<file path="src/rtl/idx_pkg.sv">
package idx_pkg;
  typedef enum logic [1:0] {
    SLOT_IDLE = 2'd0,
    SLOT_HOLD = 2'd1,
    SLOT_WB   = 2'd2
  } slot_state_t;
endpackage

</file>
<file path="src/rtl/idx_pair_decode.sv">
module idx_pair_decode #(
  parameter int IDX_W    = 3,
  parameter bit AUTO_INC = 1'b1
) (
  input  logic [IDX_W-1:0] reg_idx,
  input  logic             is_indexed,
  output logic [IDX_W-1:0] pair_base,
  output logic             want_inc
);
  // The pair always starts on an even register.
  assign pair_base = {reg_idx[IDX_W-1:1], 1'b0};
  // An increment is requested only for an odd index in the indexed class, and only when built in.
  assign want_inc  = AUTO_INC && reg_idx[0] && is_indexed;
endmodule

</file>
<file path="src/rtl/idx_incr.sv">
module idx_incr #(
  parameter int REG_W = 8,
  parameter int NLANE = 2
) (
  input  logic [REG_W*NLANE-1:0] val_in,
  output logic [REG_W*NLANE-1:0] val_out
);
  logic [NLANE-1:0] carry;
  assign carry[0] = 1'b1;

  for (genvar g = 0; g < NLANE; g++) begin : g_lane
    logic [REG_W-1:0] lane_in;
    logic [REG_W-1:0] lane_out;
    assign lane_in = val_in[g*REG_W +: REG_W];
    if (g < NLANE - 1) begin : g_mid
      // A lower lane passes its carry to the lane above.
      assign {carry[g+1], lane_out} = {1'b0, lane_in} + {{REG_W{1'b0}}, carry[g]};
    end else begin : g_top
      // The carry out of the top lane is dropped, so all ones wraps to zero.
      assign lane_out = lane_in + {{(REG_W-1){1'b0}}, carry[g]};
    end
    assign val_out[g*REG_W +: REG_W] = lane_out;
  end
endmodule

</file>
<file path="src/rtl/idx_addr_slot.sv">
module idx_addr_slot
  import idx_pkg::*;
#(
  parameter int AW    = 16,
  parameter int IDX_W = 3
) (
  input  logic             clk,
  input  logic             rst_n,
  input  logic             take,
  input  logic             is_indexed,
  input  logic             want_inc,
  input  logic [IDX_W-1:0] pair_base,
  input  logic [AW-1:0]    addr_in,
  output logic             slot_free,
  output logic             out_valid,
  input  logic             out_ready,
  output logic [AW-1:0]    addr_q,
  output logic             wb_pulse,
  output logic [IDX_W-1:0] base_q
);
  slot_state_t state_q, state_d;
  logic        inc_q;

  always_comb begin
    state_d = state_q;
    unique case (state_q)
      SLOT_IDLE: if (take && is_indexed) state_d = SLOT_HOLD;
      SLOT_HOLD: if (out_ready)          state_d = inc_q ? SLOT_WB : SLOT_IDLE;
      SLOT_WB:                           state_d = SLOT_IDLE;
      default:                           state_d = SLOT_IDLE;
    endcase
  end

  always_ff @(posedge clk) begin
    if (!rst_n) begin
      state_q <= SLOT_IDLE;
      inc_q   <= 1'b0;
      addr_q  <= '0;
      base_q  <= '0;
    end else begin
      state_q <= state_d;
      // The address and pair base are captured only when an indexed request is accepted.
      if (state_q == SLOT_IDLE && take && is_indexed) begin
        addr_q <= addr_in;
        base_q <= pair_base;
        inc_q  <= want_inc;
      end
    end
  end

  assign slot_free = (state_q == SLOT_IDLE);
  assign out_valid = (state_q == SLOT_HOLD);
  assign wb_pulse  = (state_q == SLOT_WB);
endmodule

</file>
<file path="src/rtl/idx_addr_gen.sv">
module idx_addr_gen #(
  parameter int REG_W    = 8,
  parameter int IDX_W    = 3,
  parameter bit AUTO_INC = 1'b1
) (
  input  logic               clk,
  input  logic               rst_n,
  input  logic               req_valid,
  output logic               req_ready,
  input  logic               req_is_indexed,
  input  logic [IDX_W-1:0]   req_reg_idx,
  output logic [IDX_W-1:0]   rf_pair_sel,
  input  logic [REG_W-1:0]   rf_lo_data,
  input  logic [REG_W-1:0]   rf_hi_data,
  output logic               mem_valid,
  input  logic               mem_ready,
  output logic [2*REG_W-1:0] mem_addr,
  output logic               wb_en,
  output logic [IDX_W-1:0]   wb_pair_sel,
  output logic [REG_W-1:0]   wb_lo_data,
  output logic [REG_W-1:0]   wb_hi_data
);
  localparam int AW = 2 * REG_W;

  logic             take;
  logic             want_inc;
  logic [IDX_W-1:0] pair_base;
  logic [AW-1:0]    addr_bumped;

  idx_pair_decode #(.IDX_W(IDX_W), .AUTO_INC(AUTO_INC)) u_dec (
    .reg_idx    (req_reg_idx),
    .is_indexed (req_is_indexed),
    .pair_base  (pair_base),
    .want_inc   (want_inc)
  );

  assign rf_pair_sel = pair_base;
  assign take        = req_valid && req_ready;

  idx_addr_slot #(.AW(AW), .IDX_W(IDX_W)) u_slot (
    .clk        (clk),
    .rst_n      (rst_n),
    .take       (take),
    .is_indexed (req_is_indexed),
    .want_inc   (want_inc),
    .pair_base  (pair_base),
    .addr_in    ({rf_hi_data, rf_lo_data}),
    .slot_free  (req_ready),
    .out_valid  (mem_valid),
    .out_ready  (mem_ready),
    .addr_q     (mem_addr),
    .wb_pulse   (wb_en),
    .base_q     (wb_pair_sel)
  );

  // The bump is applied to the held address, which keeps the value from before the access.
  idx_incr #(.REG_W(REG_W), .NLANE(2)) u_inc (
    .val_in  (mem_addr),
    .val_out (addr_bumped)
  );

  assign wb_lo_data = addr_bumped[REG_W-1:0];
  assign wb_hi_data = addr_bumped[AW-1:REG_W];
endmodule

</file>
<file path="config.mk">
export PLATFORM = sky130hd
export DESIGN_NAME = idx_addr_gen
export DESIGN_NICKNAME = d
export VERILOG_FILES = /design/src/rtl/idx_pkg.sv /design/src/rtl/idx_pair_decode.sv /design/src/rtl/idx_incr.sv /design/src/rtl/idx_addr_slot.sv /design/src/rtl/idx_addr_gen.sv
export SDC_FILE = /design/constraint.sdc
export NUM_CORES = 1
export LEC_CHECK = 0
export BUFFER_PORTS_ARGS = -buffer_cell sky130_fd_sc_hd__buf_4
export CAP_MARGIN = 20
export CORE_ASPECT_RATIO = 0.8
export CORE_MARGIN = 5
export CORE_UTILIZATION = 35
export DETAILED_ROUTE_END_ITERATION = 10
export PLACE_DENSITY = 0.69
export SYNTH_ARGS = -nofsm -noshare
export SYNTH_HDL_FRONTEND = slang
export SYNTH_SLANG_ARGS = --single-unit
</file>
<file path="constraint.sdc">
create_clock -name clk -period 3.4 [get_ports clk]
set_clock_uncertainty 0.1 [all_clocks]
set_input_delay 0.17 -clock clk [delete_from_list [all_inputs] [get_ports clk]]
set_output_delay 0.17 -clock clk [all_outputs]
set_load 0.005 [all_outputs]
</file>
[Yosys cells after proc, flatten, opt, wreduce, memory -nomap -nowiden]
Cells that the tools add are included.
Cells by class
  add/sub/neg operators: 2
  equality and inequality tests: 4
  mux-type cells: 4
  reductions and logical operators: 7
Operators with widths (count)
  $add A8 B1 Y9 const B: 1
  $add A8 B1 Y8: 1
  $mux W2: 3
  $logic_and A1 B1 Y1: 5
  $ne A2 B1 Y1 const B: 2
  $pmux W2 S2: 1
  $eq A2 B1 Y1 const B: 1
  $eq A2 B2 Y1 const B: 1
  $logic_not A2 Y1: 1
  $reduce_and A2 Y1: 1
Word-level totals
  register bits: 21
  output and inout port bits: 41
  word-level logic and storage cells: 21

[Longest topological paths before layout]
  depth after elaboration: 5
  depth in mapped cells: 8
  gate-level depth less buffers: 8

[Hierarchy]
A second synthesis with hierarchy kept.
Second synthesis, totals
  cells, all modules: 137
  area, all modules: 1187.4 sq um
By module, submodules not included
  idx_addr_slot: times used 1, cells each 97, area each 908.4 sq um, sequential area each 440.4 sq um
  idx_incr: times used 1, cells each 34, area each 240.2 sq um, sequential area each 0.0 sq um
  idx_pair_decode: times used 1, cells each 5, area each 32.5 sq um, sequential area each 0.0 sq um
  idx_addr_gen: times used 1, cells each 1, area each 6.3 sq um, sequential area each 0.0 sq um

[Worst setup path before layout]
No wires, ideal clock.
  path kind: register -> output
  from: register u_slot.addr_q[0]
  to: output wb_hi_data[6]
  arrival time: 1.664 ns
  required time: 3.130 ns
  path slack: 1.466 ns
  stages on the path, launching flop included: 9
  buffers on the path: 0
  cell sequence: dfxtp_1 ha_1 nand3_1 nor3_1 ha_1 ha_1 nand3_1 nor2_1 xor2_1
On the way
  longest elaborated chain between the ends: 2
RTL lines
  from (decl): line idx_addr_slot.sv:17  | output logic [AW-1:0] addr_q,
  from (signal assigned): line idx_addr_slot.sv:44  | addr_q <= addr_in;
  $add A8 B1 Y9: line idx_incr.sv:17  | assign {carry[g+1], lane_out} = {1'b0, lane_in} + {{REG_W{1'b0}}, carry[g]};
  $add A8 B1 Y8: line idx_incr.sv:20  | assign lane_out = lane_in + {{(REG_W-1){1'b0}}, carry[g]};
  to (decl): line idx_addr_gen.sv:21  | output logic [REG_W-1:0] wb_hi_data
No other way between the ends.

[Worst setup path after layout]
Ends and elaborated chain as after synthesis.

==> impl_metrics.prom <==
# TYPE chip_impl_metric gauge
chip_impl_metric{name="std_cell_rows",unit=""} 18
chip_impl_metric{name="routed-via-count",unit=""} 1077
chip_impl_metric{name="area.sequential",unit="µm²"} 420
chip_impl_metric{name="max_freq",unit="MHz"} 399
chip_impl_metric{name="final_max_slew_viol_count",unit=""} 0
chip_impl_metric{name="multiInputGateArea",unit="µm²"} 618
chip_impl_metric{name="final_util",unit="%"} 52.3
chip_impl_metric{name="setup-violations-final",unit=""} 0
chip_impl_info{name="synth_ff_type",value="sky130_fd_sc_hd__dfxtp_1"} 1
chip_impl_metric{name="headroom_to_the_max_slew_limit",unit="%"} 42.5
chip_impl_metric{name="p_per_area",unit="nW/µm²"} 330
chip_impl_info{name="outcome",value="completed"} 1
chip_impl_metric{name="synth_async_sr_flop_share",unit="%"} 0
chip_impl_metric{name="drt_iter0_markers",unit=""} 33
chip_impl_info{name="cts_tree",value="yes"} 1
chip_impl_metric{name="synthesis.instances",unit=""} 135
chip_impl_metric{name="yosys.cell_types.count",unit=""} 25
chip_impl_metric{name="antenna_found_initial",unit=""} 0
chip_impl_metric{name="cts.htree.levels",unit=""} 1
chip_impl_info{name="rsz0062_at_grt",value="false"} 1
chip_impl_metric{name="power.static_leakage",unit="nW"} 0.747
chip_impl_metric{name="ys.warnings.count",unit=""} 0
chip_impl_metric{name="avgViaCountPerCell",unit=""} 4.64
chip_impl_metric{name="tritoncts_num_sinks",unit=""} 21
chip_impl_metric{name="all_layer_global_routing_usage",unit="%"} 14.4
chip_impl_metric{name="placement.io_buffers",unit=""} 62
chip_impl_metric{name="register_area_share_after_synthesis",unit="%"} 37.3
chip_impl_metric{name="total_power",unit="µW"} 532
chip_impl_info{name="clk_root_buffer_cell",value="sky130_fd_sc_hd__clkbuf_8"} 1
chip_impl_metric{name="timing.max_cap.violations",unit=""} 0
chip_impl_metric{name="holdBufCountCts",unit=""} 0
chip_impl_metric{name="detailedRoute.firstPassIterationCount",unit=""} 4
chip_impl_metric{name="design.final.nets",unit=""} 220
chip_impl_info{name="hold_path_class",value="input pin to flip-flop"} 1
chip_impl_metric{name="final.period_utilization",unit="%"} 73.8
chip_impl_metric{name="drc",unit=""} 0
chip_impl_metric{name="grt_pass1_vias",unit=""} 1092
chip_impl_metric{name="vdd.ir_drop.worst",unit="mV"} 0.227
chip_impl_metric{name="drive_above_1_share",unit="%"} 39.6
chip_impl_metric{name="post_cts_resized",unit=""} 0
chip_impl_metric{name="synth-edff-count",unit=""} 0
chip_impl_metric{name="clk_transition_reported_paths",unit="ns"} 0.08
chip_impl_metric{name="synth-seq-cells",unit=""} 21
chip_impl_metric{name="crit_arrival",unit="ns"} 2.24
chip_impl_metric{name="cts_buffers",unit=""} 3
chip_impl_metric{name="boundaryPins",unit=""} 65
chip_impl_metric{name="gp_congestion",unit=""} 0.766
chip_impl_metric{name="worst-endpoint-required",unit="ns"} 3.13
chip_impl_metric{name="die-height",unit="µm"} 60.8
chip_impl_metric{name="detail_route_antenna_nets",unit=""} 0
chip_impl_metric{name="fin_tns_setup",unit="ns"} 0
chip_impl_metric{name="grt_first_pass_wirelength",unit="µm"} 5020
chip_impl_metric{name="grt_max_degree",unit=""} 22
chip_impl_metric{name="clock_insertion_delay_worst_skew",unit="ns"} 0.26
chip_impl_metric{name="fill_cells",unit=""} 302
chip_impl_metric{name="cp_max_fo",unit=""} 6
chip_impl_metric{name="timing_worst_slew_pin_value",unit="ns"} 0.858
chip_impl_metric{name="post_synth_instance_area",unit="µm²"} 1130
chip_impl_info{name="path_class",value="flip-flop to output pin"} 1
chip_impl_metric{name="cts_post_setup_buffers_inserted",unit=""} 0
chip_impl_metric{name="detail_route.wl_per_cell",unit="µm"} 13.1
chip_impl_metric{name="timing.final.crit_period",unit="ns"} 2.51
chip_impl_metric{name="initial_core_utilization",unit="%"} 36.6
chip_impl_metric{name="postRouteWirelength",unit="µm"} 3030
chip_impl_metric{name="postSynthAreaPerCell",unit="µm²"} 8.36
chip_impl_metric{name="n_antenna_cell",unit=""} 0
chip_impl_metric{name="gr_ovfl_total",unit=""} 0
chip_impl_metric{name="x_dimension_of_the_die",unit="µm"} 73.5
chip_impl_metric{name="dieArea",unit="µm²"} 4470
chip_impl_info{name="endpoint_kind_of_the_worst_setup_timing_path",value="output pin"} 1
chip_impl_metric{name="dp_hpwl",unit="µm"} 2450
chip_impl_metric{name="floorplan.core_area",unit="µm²"} 3090
chip_impl_metric{name="hold_viol_final",unit=""} 0
chip_impl_metric{name="areaGrowthSynthToFinish",unit="%"} 43.0
chip_impl_info{name="setup.worst_path.start_class",value="flip-flop"} 1
chip_impl_metric{name="cts_max_path_buffers",unit=""} 2
[cell usage after synthesis, drive strengths merged (2+ instances only)]
master / count / area, µm²
nor2: 7 / 26.3
a21boi: 19 / 180
clkbuf: 2 / 7.51
xor2: 7 / 61.3
buf: 8 / 71.3
nor3: 2 / 10.0
inv: 4 / 15.0
ha: 3 / 37.5
nand2: 42 / 160
xnor2: 5 / 43.8
nand3: 7 / 35.0
dfxtp: 21 / 420
[sequential cells by signal (all words and copies together), names as in the netlist]
| signal | flops |
|---|---|
| u_slot.addr_q | 16 |
| u_slot.base_q | 2 |
| u_slot.inc_q | 1 |
| u_slot.state_q | 2 |
[worst max-delay path, stage by stage, from the launching register on]
cell and delay (ns):
sky130_fd_sc_hd__dfxtp_1 0.42, sky130_fd_sc_hd__ha_1 0.22, sky130_fd_sc_hd__nand3_1 0.15, sky130_fd_sc_hd__nor3_1 0.22
sky130_fd_sc_hd__ha_1 0.23, sky130_fd_sc_hd__ha_1 0.19, sky130_fd_sc_hd__nand3_1 0.12, sky130_fd_sc_hd__nor2_1 0.16
sky130_fd_sc_hd__xor2_1 0.15, sky130_fd_sc_hd__buf_4 0.12
[layer usage]
metal	share of wire, %	vias up	track usage, %
li1	-	543	-
met5	0	-	0
met2	53	42	27.4
met3	9.4	2	5.13
met1	37	490	15.6
met4	0.66	0	2.33
[final timing paths]
kind                startpoint           endpoint  slack [ns]  cells after the start
max           u_slot.addr_q[0]      wb_hi_data[6]        0.89                      9
min             req_reg_idx[1]   u_slot.base_q[1]        0.06                      3
max reg2reg  u_slot.state_q[0]  u_slot.addr_q[13]        1.62                      3
min reg2reg       u_slot.inc_q  u_slot.state_q[1]        0.35                      2
[power by group]
part           switching, mW  internal [mW]  total (mW)
Clock                 0.0792         0.0834       0.163
Sequential            0.0133          0.257       0.271
Combinational         0.0399         0.0589      0.0988
[cell type report]
type | instances | share of cell area (%)
flip-flops and latches | 21 | 26.0
repair buffers | 62 | 28.8
inverters | 4 | 0.930
clock buffers | 4 | 2.79
well taps | 40 | 3.10
multi-input cells | 101 | 38.3
[per-stage QoR]
step                      instances  worst slack, ns  hold slack, ns  area [µm²]
after floorplan                 136             1.47           0.197        1130
after global placement          228             1.28           0.327        1570
after detailed placement        228             1.16           0.331        1570
after CTS                       232            0.864          0.0485        1610
after global routing            232            0.699          0.0512        1610
final                           232            0.892          0.0553        1610
[placed cells by master (no fill, tap or decap), types with 2 or more instances in the layout]
cell type	netlist	layout
sky130_fd_sc_hd__xnor2_1	5	5
sky130_fd_sc_hd__buf_4	4	62
sky130_fd_sc_hd__dfxtp_1	21	21
sky130_fd_sc_hd__xor2_1	7	7
sky130_fd_sc_hd__nand2_1	41	41
sky130_fd_sc_hd__conb_1	1	2
sky130_fd_sc_hd__clkbuf_8	0	3
sky130_fd_sc_hd__nor2_1	7	7
sky130_fd_sc_hd__a21boi_2	10	10
sky130_fd_sc_hd__inv_1	4	4
sky130_fd_sc_hd__nand3_1	7	7
sky130_fd_sc_hd__ha_1	3	3
sky130_fd_sc_hd__a21boi_0	9	9
sky130_fd_sc_hd__nor3_1	2	2
[cell families (layout without fill, tap and decap cells)]
logic type	after synthesis	count (layout)	share of synthesized area [%]
xor gates and xnor gates	12	12	9.31
adders and majority gates	3	3	3.33
buffers and inverters	14	70	8.31
DFF	21	21	37.3
other	1	2	0.332
and+or+nand+nor	64	64	25.1
AOI/OAI and AO/OA	20	20	16.4
(Power assumes the default switching activity.)
